### config.mk
export PLATFORM = sky130hd
export DESIGN_NAME = gpio_wake_port
export DESIGN_NICKNAME = d
export VERILOG_FILES = /design/src/rtl/gpio_wake_pkg.sv /design/src/rtl/gpio_wake_sync.sv /design/src/rtl/gpio_wake_regs.sv /design/src/rtl/gpio_wake_drive.sv /design/src/rtl/gpio_wake_detect.sv /design/src/rtl/gpio_wake_port.sv
export SDC_FILE = /design/constraint.sdc
export NUM_CORES = 1
export LEC_CHECK = 0
export BUFFER_PORTS_ARGS = -buffer_cell sky130_fd_sc_hd__buf_2
export CAP_MARGIN = 10
export CORE_ASPECT_RATIO = 1.75
export CORE_MARGIN = 2
export CORE_UTILIZATION = 50
export CTS_BUF_LIST = sky130_fd_sc_hd__clkbuf_16
export CTS_CLUSTER_SIZE = 14
export DETAILED_ROUTE_END_ITERATION = 8
export GPL_ROUTABILITY_DRIVEN = 0
export MAX_ROUTING_LAYER = met4
export PLACE_DENSITY_LB_ADDON = 0.3
export SLEW_MARGIN = 40
export SYNTH_ARGS = -nofsm -noshare
export SYNTH_HDL_FRONTEND = slang
export SYNTH_HIERARCHICAL = 1
export SYNTH_SLANG_ARGS = --single-unit
### constraint.sdc
create_clock -name clk -period 1.5 [get_ports clk]
set_clock_uncertainty 0.05 [all_clocks]
set_input_delay 0.3 -clock clk [delete_from_list [all_inputs] [get_ports clk]]
set_output_delay 0.3 -clock clk [all_outputs]
set_load 0.01 [all_outputs]
### src/rtl/gpio_wake_pkg.sv
// Shared definitions for the GPIO wake-up port: drive mode codes and
// register offsets relative to the block's base address.
package gpio_wake_pkg;
    typedef enum logic [1:0] {
        DRV_PUSH   = 2'b00,
        DRV_SINK   = 2'b01,
        DRV_SOURCE = 2'b10,
        DRV_ALT    = 2'b11
    } drv_mode_e;

    localparam int unsigned OFS_DATA = 0;
    localparam int unsigned OFS_DIR  = 1;
    localparam int unsigned OFS_MODE = 2;
    localparam int unsigned OFS_STAT = 3;
endpackage

### src/rtl/gpio_wake_sync.sv
// Multi-stage synchronizer for the raw pad inputs.
// Assumes: pad_in is asynchronous to clk. Each bit is synchronized on its
// own, with no bus coherency across bits.
module gpio_wake_sync #(
    parameter int WIDTH  = 8,
    parameter int STAGES = 2
) (
    input  logic             clk,
    input  logic             rst_n,
    input  logic [WIDTH-1:0] raw_in,
    output logic [WIDTH-1:0] sync_out
);
    logic [WIDTH-1:0] stage_q [STAGES];

    // First stage samples the raw pad levels.
    always_ff @(posedge clk) begin
        if (!rst_n) stage_q[0] <= '0;
        else        stage_q[0] <= raw_in;
    end

    for (genvar s = 1; s < STAGES; s++) begin : g_stage
        // Each later stage re-times the one before it.
        always_ff @(posedge clk) begin
            if (!rst_n) stage_q[s] <= '0;
            else        stage_q[s] <= stage_q[s-1];
        end
    end

    assign sync_out = stage_q[STAGES-1];
endmodule

### src/rtl/gpio_wake_regs.sv
// Register file for the GPIO port: data latch, direction and drive mode,
// plus the status register. Reads are registered. Data read-back merges
// pad and latch per bit according to direction.
// Assumes: bus_wr and bus_rd are never high in the same cycle.
module gpio_wake_regs
    import gpio_wake_pkg::*;
#(
    parameter int WIDTH     = 8,
    parameter int ADDR_W    = 4,
    parameter int BUS_W     = 16,
    parameter int BASE_ADDR = 0
) (
    input  logic               clk,
    input  logic               rst_n,
    input  logic               bus_wr,
    input  logic               bus_rd,
    input  logic [ADDR_W-1:0]  bus_addr,
    input  logic [BUS_W-1:0]   bus_wdata,
    output logic [BUS_W-1:0]   bus_rdata,
    input  logic [WIDTH-1:0]   pad_sync,
    input  logic               wake_flag,
    input  logic               wake_armed,
    output logic [WIDTH-1:0]   latch_q,
    output logic [WIDTH-1:0]   dir_q,
    output logic [2*WIDTH-1:0] mode_q,
    output logic               stat_clr
);
    localparam int MODE_W = 2 * WIDTH;
    localparam logic [ADDR_W-1:0] A_DATA = ADDR_W'(BASE_ADDR + OFS_DATA);
    localparam logic [ADDR_W-1:0] A_DIR  = ADDR_W'(BASE_ADDR + OFS_DIR);
    localparam logic [ADDR_W-1:0] A_MODE = ADDR_W'(BASE_ADDR + OFS_MODE);
    localparam logic [ADDR_W-1:0] A_STAT = ADDR_W'(BASE_ADDR + OFS_STAT);

    logic             wr_data_sel, wr_dir_sel, wr_mode_sel;
    logic [WIDTH-1:0] port_view;
    logic [BUS_W-1:0] rd_mux;

    assign wr_data_sel = bus_wr && (bus_addr == A_DATA);
    assign wr_dir_sel  = bus_wr && (bus_addr == A_DIR);
    assign wr_mode_sel = bus_wr && (bus_addr == A_MODE);
    assign stat_clr    = bus_wr && (bus_addr == A_STAT) && bus_wdata[0];

    // Data latch: loaded whole on a write, all ones after reset.
    always_ff @(posedge clk) begin
        if (!rst_n)           latch_q <= '1;
        else if (wr_data_sel) latch_q <= bus_wdata[WIDTH-1:0];
    end

    // Direction register: one means input, all inputs after reset.
    always_ff @(posedge clk) begin
        if (!rst_n)          dir_q <= '1;
        else if (wr_dir_sel) dir_q <= bus_wdata[WIDTH-1:0];
    end

    // Drive mode register: two bits per pin, push-pull after reset.
    always_ff @(posedge clk) begin
        if (!rst_n)           mode_q <= '0;
        else if (wr_mode_sel) mode_q <= MODE_W'(bus_wdata);
    end

    // Per-bit read-back view: pad level for inputs, latch for outputs.
    for (genvar i = 0; i < WIDTH; i++) begin : g_view
        assign port_view[i] = dir_q[i] ? pad_sync[i] : latch_q[i];
    end

    // Read multiplexer over the register offsets; holes read zero.
    always_comb begin
        rd_mux = '0;
        case (bus_addr)
            A_DATA:  rd_mux = BUS_W'(port_view);
            A_DIR:   rd_mux = BUS_W'(dir_q);
            A_MODE:  rd_mux = BUS_W'(mode_q);
            A_STAT:  rd_mux = BUS_W'({wake_armed, wake_flag});
            default: rd_mux = '0;
        endcase
    end

    // Registered read data, updated only on a read strobe.
    always_ff @(posedge clk) begin
        if (!rst_n)      bus_rdata <= '0;
        else if (bus_rd) bus_rdata <= rd_mux;
    end

    // the latch moves only on a write to the data offset.
    assert_latch_hold_R4: assert property (@(posedge clk) disable iff (!rst_n)
        !(bus_wr && bus_addr == A_DATA) |=> $stable(latch_q));

    // read data changes only in the cycle after a read strobe.
    assert_rdata_after_read_R12: assert property (@(posedge clk) disable iff (!rst_n)
        !bus_rd |=> $stable(bus_rdata));
endmodule

### src/rtl/gpio_wake_drive.sv
// Per-pin output stage: turns direction, drive mode and latch into the
// pad output enable and output value.
// Assumes: the pad cell drives pad_out only while pad_oe is high.
module gpio_wake_drive
    import gpio_wake_pkg::*;
#(
    parameter int WIDTH = 8
) (
    input  logic [WIDTH-1:0]   latch_q,
    input  logic [WIDTH-1:0]   dir_q,
    input  logic [2*WIDTH-1:0] mode_q,
    output logic [WIDTH-1:0]   pad_oe,
    output logic [WIDTH-1:0]   pad_out
);
    for (genvar i = 0; i < WIDTH; i++) begin : g_pin
        drv_mode_e mode_i;
        assign mode_i = drv_mode_e'(mode_q[2*i +: 2]);

        // Decode the drive style of one pin into enable and level.
        always_comb begin
            pad_oe[i]  = 1'b0;
            pad_out[i] = latch_q[i];
            if (!dir_q[i]) begin
                case (mode_i)
                    DRV_SINK: begin
                        pad_oe[i]  = ~latch_q[i];
                        pad_out[i] = 1'b0;
                    end
                    DRV_SOURCE: begin
                        pad_oe[i]  = latch_q[i];
                        pad_out[i] = 1'b1;
                    end
                    default: begin
                        pad_oe[i]  = 1'b1;
                        pad_out[i] = latch_q[i];
                    end
                endcase
            end
        end
    end
endmodule

### src/rtl/gpio_wake_detect.sv
// Pin-change wake-up detector. A sleep pulse captures the synchronized
// inputs and arms the detector. While armed, any input-direction pin that
// differs from its captured level sets a sticky flag. A status clear drops
// both the flag and the armed state, and takes priority over a new set.
// Assumes: sleep_req is a single-cycle pulse.
module gpio_wake_detect #(
    parameter int WIDTH = 8
) (
    input  logic             clk,
    input  logic             rst_n,
    input  logic             sleep_req,
    input  logic [WIDTH-1:0] pad_sync,
    input  logic [WIDTH-1:0] dir_q,
    input  logic             stat_clr,
    output logic             wake_flag,
    output logic             wake_armed
);
    logic [WIDTH-1:0] snap_q;
    logic             changed;

    assign changed = |((pad_sync ^ snap_q) & dir_q);

    // Snapshot of the input levels taken at sleep entry.
    always_ff @(posedge clk) begin
        if (!rst_n)         snap_q <= '0;
        else if (sleep_req) snap_q <= pad_sync;
    end

    // Armed state: set by a sleep pulse, dropped by a status clear.
    always_ff @(posedge clk) begin
        if (!rst_n)         wake_armed <= 1'b0;
        else if (stat_clr)  wake_armed <= 1'b0;
        else if (sleep_req) wake_armed <= 1'b1;
    end

    // Sticky wake flag: set on a change while armed.
    always_ff @(posedge clk) begin
        if (!rst_n)                       wake_flag <= 1'b0;
        else if (stat_clr)                wake_flag <= 1'b0;
        else if (wake_armed && !sleep_req && changed) wake_flag <= 1'b1;
    end

    // the flag can only rise out of the armed state.
    assert_wake_needs_arm_R10: assert property (@(posedge clk) disable iff (!rst_n)
        $rose(wake_flag) |-> $past(wake_armed));

    // the flag holds until a status clear.
    assert_wake_sticky_R11: assert property (@(posedge clk) disable iff (!rst_n)
        (wake_flag && !stat_clr) |=> wake_flag);

    // a status clear always drops the flag.
    assert_wake_clear_R11: assert property (@(posedge clk) disable iff (!rst_n)
        stat_clr |=> !wake_flag);
endmodule

### src/rtl/gpio_wake_port.sv
// Top of the GPIO port with pin-change wake-up: synchronizer, register
// file, output stage and wake detector.
// Assumes: a single-master bus with one-cycle strobes, and BUS_W at least
// 2*WIDTH so that the mode register fits one bus word.
module gpio_wake_port #(
    parameter int WIDTH     = 8,
    parameter int ADDR_W    = 4,
    parameter int BUS_W     = 2 * WIDTH,
    parameter int BASE_ADDR = 0,
    parameter int SYNC_STG  = 2
) (
    input  logic              clk,
    input  logic              rst_n,
    input  logic              bus_wr,
    input  logic              bus_rd,
    input  logic [ADDR_W-1:0] bus_addr,
    input  logic [BUS_W-1:0]  bus_wdata,
    output logic [BUS_W-1:0]  bus_rdata,
    input  logic [WIDTH-1:0]  pad_in,
    output logic [WIDTH-1:0]  pad_oe,
    output logic [WIDTH-1:0]  pad_out,
    input  logic              sleep_req,
    output logic              wake_req
);
    localparam int MODE_W = 2 * WIDTH;

    logic [WIDTH-1:0]  pad_sync, latch_q, dir_q;
    logic [MODE_W-1:0] mode_q;
    logic              stat_clr, wake_flag, wake_armed;

    gpio_wake_sync #(.WIDTH(WIDTH), .STAGES(SYNC_STG)) u_sync (
        .clk(clk), .rst_n(rst_n), .raw_in(pad_in), .sync_out(pad_sync)
    );

    gpio_wake_regs #(.WIDTH(WIDTH), .ADDR_W(ADDR_W), .BUS_W(BUS_W),
                     .BASE_ADDR(BASE_ADDR)) u_regs (
        .clk(clk), .rst_n(rst_n), .bus_wr(bus_wr), .bus_rd(bus_rd),
        .bus_addr(bus_addr), .bus_wdata(bus_wdata), .bus_rdata(bus_rdata),
        .pad_sync(pad_sync), .wake_flag(wake_flag), .wake_armed(wake_armed),
        .latch_q(latch_q), .dir_q(dir_q), .mode_q(mode_q), .stat_clr(stat_clr)
    );

    gpio_wake_drive #(.WIDTH(WIDTH)) u_drive (
        .latch_q(latch_q), .dir_q(dir_q), .mode_q(mode_q),
        .pad_oe(pad_oe), .pad_out(pad_out)
    );

    gpio_wake_detect #(.WIDTH(WIDTH)) u_detect (
        .clk(clk), .rst_n(rst_n), .sleep_req(sleep_req), .pad_sync(pad_sync),
        .dir_q(dir_q), .stat_clr(stat_clr),
        .wake_flag(wake_flag), .wake_armed(wake_armed)
    );

    assign wake_req = wake_flag;

    // a pin set as input is never driven.
    assert_input_undriven_R2: assert property (@(posedge clk) disable iff (!rst_n)
        (pad_oe & dir_q) == '0);

    // no pin in sink-only mode ever drives high.
    for (genvar i = 0; i < WIDTH; i++) begin : g_chk
        assert_sink_never_high_R6: assert property (@(posedge clk) disable iff (!rst_n)
            (mode_q[2*i +: 2] == 2'b01 && pad_oe[i]) |-> !pad_out[i]);
    end
endmodule

# Word-level counts from Yosys, hierarchy flattened

Memories as Yosys holds them, arrays and structs flattened.
Index checks and enable logic that the tools add are counted.

Output and inout bits: 33
Memory bits (writable): 16
Memories: 1
Bits of input ports: 33
Logic and storage cells: 96
Register bits: 58

Memory list:

| memory         | words | width | read ports | clocked after Yosys merged registers in | wr ports | RTL line             | RTL |
|---|---|---|---|---|---|---|---|
| u_sync.stage_q | 2     | 8     | 2          | 0                                       | 2        | gpio_wake_sync.sv:13 | `logic [WIDTH-1:0] stage_q [STAGES];` |

Reductions and logical operators: 11
Multiplexer cells: 45
Equality and inequality tests: 19
Bitwise gates (word level): 13

Operators by type and width:

| kind               | count |
|---|---|
| $pmux 16 s4        | 1 |
| $pmux 1 s2         | 16 |
| $mux 1             | 26 |
| $eq 2x1->1 const B | 8 |
| $eq 2x2->1 const B | 8 |
| $mux 8             | 2 |
| $not 1->1          | 9 |
| $and 8x8->8        | 1 |
| $eq 4x2->1 const B | 2 |
| $reduce_or 8->1    | 1 |
| $xor 8x8->8        | 1 |
| $logic_and 1x1->1  | 7 |
| $eq 4x1->1 const B | 1 |
| $logic_not 4->1    | 1 |
| $or 1x1->1         | 2 |
| $reduce_or 2->1    | 1 |
| $logic_not 1->1    | 1 |

# Depth between registers and ports, before layout

Depth in word-level cells: 4
Mapped depth: 6
Gate-level depth less buffers: 4

# Cells and area by module

Netlist, hierarchy kept.

By module, submodules not included:

| module           | sequential area each (um^2) | times used | area an instance (um^2) | cells each |
|---|---|---|---|---|
| gpio_wake_regs   | 960.9                       | 1          | 2123.3                  | 237 |
| gpio_wake_drive  | 0.0                         | 1          | 530.5                   | 72 |
| gpio_wake_detect | 200.2                       | 1          | 489.2                   | 45 |
| gpio_wake_sync   | 320.3                       | 1          | 446.7                   | 33 |

# Least setup slack after synthesis

No wires, ideal clock.

Kind: register -> output
Start point: reg u_regs.mode_q[14]
End point: out pad_out[7]
Required time: 1.150 ns
Buffers on the path: 0
Stages on the path, launching flop included: 5
Arrival: 1.153 ns
Path slack: -0.003 ns
Cell sequence: dfxtp_1 > inv_1 > ha_1 > nor2_1 > mux2_1

Cells in the longest elaborated chain, start to end: 3
Elaborated cells on any way between the ends: 4
Classes of those cells: eq/ne: 2; mux: 2

RTL lines:

| what                                            | RTL line              | RTL |
|---|---|---|
| start, declared                                 | gpio_wake_regs.sv:25  | `output logic [2*WIDTH-1:0] mode_q,` |
| start signal, assigned                          | gpio_wake_regs.sv:58  | `else if (wr_mode_sel) mode_q <= MODE_W'(bus_wdata);` |
| $eq 2x2->1 / $eq 2x1->1 (equally long branches) | gpio_wake_drive.sv:24 | `case (mode_i)` |
| $pmux 1 s2 (*)                                  | gpio_wake_drive.sv:24 |  |
| $mux 1 (*)                                      | gpio_wake_drive.sv:23 | `if (!dir_q[i]) begin` |
| end, declared                                   | gpio_wake_port.sv:21  | `output logic [WIDTH-1:0] pad_out,` |

Mark *: on every way between the ends. The rest lies on a longest branch, timed or not.

# Final worst setup path

Start point: reg u_regs.mode_q[7]
End point: out pad_out[3]

The elaborated chain is that of the path after synthesis.

==> impl_metrics.yaml <==
worst_setup_path:
  rr_worst_depth: 3
  r2r_start: "u_regs/dir_q[2]$_SDFFE_PN1P_"
  startpoint_type: "register"
  critPathRequiredTime_ns: 1.15
  crit_buf_inv: 1
  r2r_end: "u_regs/bus_rdata[2]$_SDFFE_PN0P_"
  end_kind: "output port"
  cp_data_arrival_time_ns: 1.48
  criticalPathCategory: "reg -> out"
  slowest_delay_ns: 0.36
  critical-path-top-delay-family: "flip-flops"
  slowest_stage: "dfxtp_4"
  cp_max_fo: 4
  crit_chain: "ha_4, nor2_4, mux2_4, buf_6"
  reg2reg_slack_ns: 0.03
floorplanning:
  start_util_pct: 52.0
  die_x_um: 68.1
  core.rowCount: 40
  core-area_mm2: 0.00691
  top_level_ports: 66
  die_height_um: 116
  die-area_mm2: 0.00790
sta:
  slew_headroom_pct: 71.3
  maxSlewViolCount: 0
  hold_viol: 0
  worst_pin_slew_ns: 0.430
  fin_crit_sh_pct: 122
  period_needed_ns: 1.83
  setup_slack_ns: -0.328
  whs_ns: 0.134
  setup-tns-final_ns: -3.78
  max_freq_mhz: 547
  finalSetupViolations: 16
  rsz0062_at_grt: "true"
routing:
  antenna_left: 0
  wirelength_mm: 10.1
  wire_per_inst_um: 17.4
  drc: 0
  vias_per_cell: 5.75
  dr.pass1.iters: 5
  drt_iter0_drc: 256
  via_count: 3338
clock_network:
  clock_sinks: 74
  clk_path_buf_depth: 2
  cts_root_buffer: "clkbuf_16"
  ctsHtreeMaxLevel: 3
  cts_buffers: 9
  cts_tree: "yes"
  insertion_delay_ns: 0.33
  clk_pin_slew_worst_paths_ns: 0.06
  postCtsHoldBufs: 0
power_and_ir_drop:
  p_leak_nw: 2.17
  peakVddDrop_mv: 0.708
  p_per_area_mw_per_mm2: 904
final_layout:
  area.sequential_mm2: 0.00153
  nets: 541
  fill_cells: 503
  drive_above_1_share_pct: 46.7
  layout_commonest_cell: "buf_2"
  final_cell_mix: "buf_2 (57), dfxtp_1 (54), nand3_1 (52)"
  area_delta_synth_final_pct: 40.5
  multi_input_area_mm2: 0.00218
  antenna-diode-count: 0
grt:
  grt_max_degree: 34
  grt_antenna_before_repair: 0
  overflow: 0
  grt_pass1_wl_mm: 15.4
  grt_usage_pct: 27.0
  grt_pass1_vias: 3310
worst_hold_path:
  hp-class: "in -> reg"
  hold_path_depth: 2
  min_from: "pad_in[7]"
  whs_endpoint: "u_sync/stage_q[0][7]$_SDFF_PN0_"
yosys:
  async_flop_share_pct: 0
  netlist_instances: 387
  syn_nets: 436
  synth_area_leader_cell: "dfxtp_1"
  avgSynthCellArea_um2: 9.28
  yosysSeqAreaShare_pct: 41.3
  synth_ff_type: "dfxtp_1"
  yosysWarnings: 6
  synth-seq-cells: 74
  yosysUniqueCellTypes: 39
  yosysTopAreaCellShare_pct: 41.3
  synthesis.area_mm2: 0.00359
  synth_edf_count: 0
  ys_top_cells_by_area: "dfxtp_1 (41%), nand3_1 (7.2%), ha_1 (5.6%)"
run:
  max_cap_viol_count: 0
status:
  status: "finished, violations left"
  violations: "setup timing"
placed_design:
  place.port_buffers: 65
  post-dp-hpwl_mm: 6.68
[state kept, by name (all words and copies together), names as in the netlist]
register             flops
u_regs/latch_q           8
u_detect/wake_armed      1
u_detect/snap_q          8
u_detect/wake_flag       1
u_regs/mode_q           16
u_regs/bus_rdata        16
u_sync/stage_q          16
u_regs/dir_q             8
[per-stage QoR]
| step | instance area [µm²] | cells | power [mW] | utilization [%] | worst slack, ns |
|---|---|---|---|---|---|
| floorplan | 3590 | 387 | 2.33 | - | 0.000180 |
| CTS | 4950 | 576 | 4.58 | 71.7 | -0.296 |
| global placement | 4230 | 553 | 2.50 | 61.2 | -0.0980 |
| detailed placement | 4230 | 553 | 2.51 | 61.2 | -0.132 |
| global route | 5040 | 581 | 4.71 | 73.0 | -0.357 |
| finish | 5040 | 581 | 4.56 | 73.0 | -0.328 |
[where the power goes]
| part | switching, mW | internal, mW | total (mW) |
|---|---|---|---|
| Sequential | 0.0408 | 2.00 | 2.04 |
| Combinational | 0.244 | 0.221 | 0.465 |
| Clock | 0.787 | 1.27 | 2.05 |
| Total | 1.07 | 3.49 | 4.56 |
[cell type report]
cell class / count / area share (%)
timing repair buffer: 118 / 16.4
inverter: 26 / 2.23
multi-input combinational: 263 / 43.3
tap: 84 / 2.08
clock buffer: 9 / 4.47
clock inverter: 7 / 1.22
sequential: 74 / 30.3
[per-layer routing]
metal / GRT usage (%) / part of all wire, % / routed length, µm
met1: 28.2 / 37 / 3780
met5: - / 0 / 0
met4: 15.9 / 4.6 / 468
met2: 45.8 / 53 / 5370
met3: 4.91 / 5.1 / 513
[worst max path at each step]
stage | slack (ns) | start | endpoint | cells past startpoint
floorplan | 0.0002 | u_regs/mode_q[8]$_SDFFE_PN0P_ | pad_out[4] | 4
global placement | -0.1 | u_regs/mode_q[6]$_SDFFE_PN0P_ | pad_out[3] | 5
detailed placement | -0.13 | u_regs/mode_q[14]$_SDFFE_PN0P_ | pad_out[7] | 5
CTS | -0.30 | u_regs/mode_q[6]$_SDFFE_PN0P_ | pad_out[3] | 5
global route | -0.36 | u_regs/mode_q[6]$_SDFFE_PN0P_ | pad_out[3] | 5
finish | -0.33 | u_regs/mode_q[7]$_SDFFE_PN0P_ | pad_out[3] | 4
[cells in the mapped netlist (12+ instances only)]
library cell / n
inv_1: 26
nor2b_1: 21
mux2i_1: 16
nand3_1: 52
buf_2: 12
dfxtp_1: 74
and2_2: 12
o21ai_1: 26
a21boi_1: 14
o21ai_0: 14
ha_1: 16
[kinds of logic (layout without fill, tap and decap cells)]
logic type                 count (synthesis)  count (layout)  synth area share, %
AOI/OAI and AO/OA                         88              88                 16.0
xor gates and xnor gates                   8               8                 1.95
adders and majority gates                 16              16                 5.58
buffers and inverters                     50             160                 6.48
DFF                                       74              74                 41.3
muxes                                     34              34                 10.1
and+or+nand+nor                          117             117                 18.6
[repair_timing]
action                     in CTS  in global routing
setup endpoints to repair      16                 20
gates resized for setup        97                 20
buffers inserted                8                  5
pin swaps                      23                  7
hold endpoints to repair        0                  0
Power figures use the tool's default switching activity.
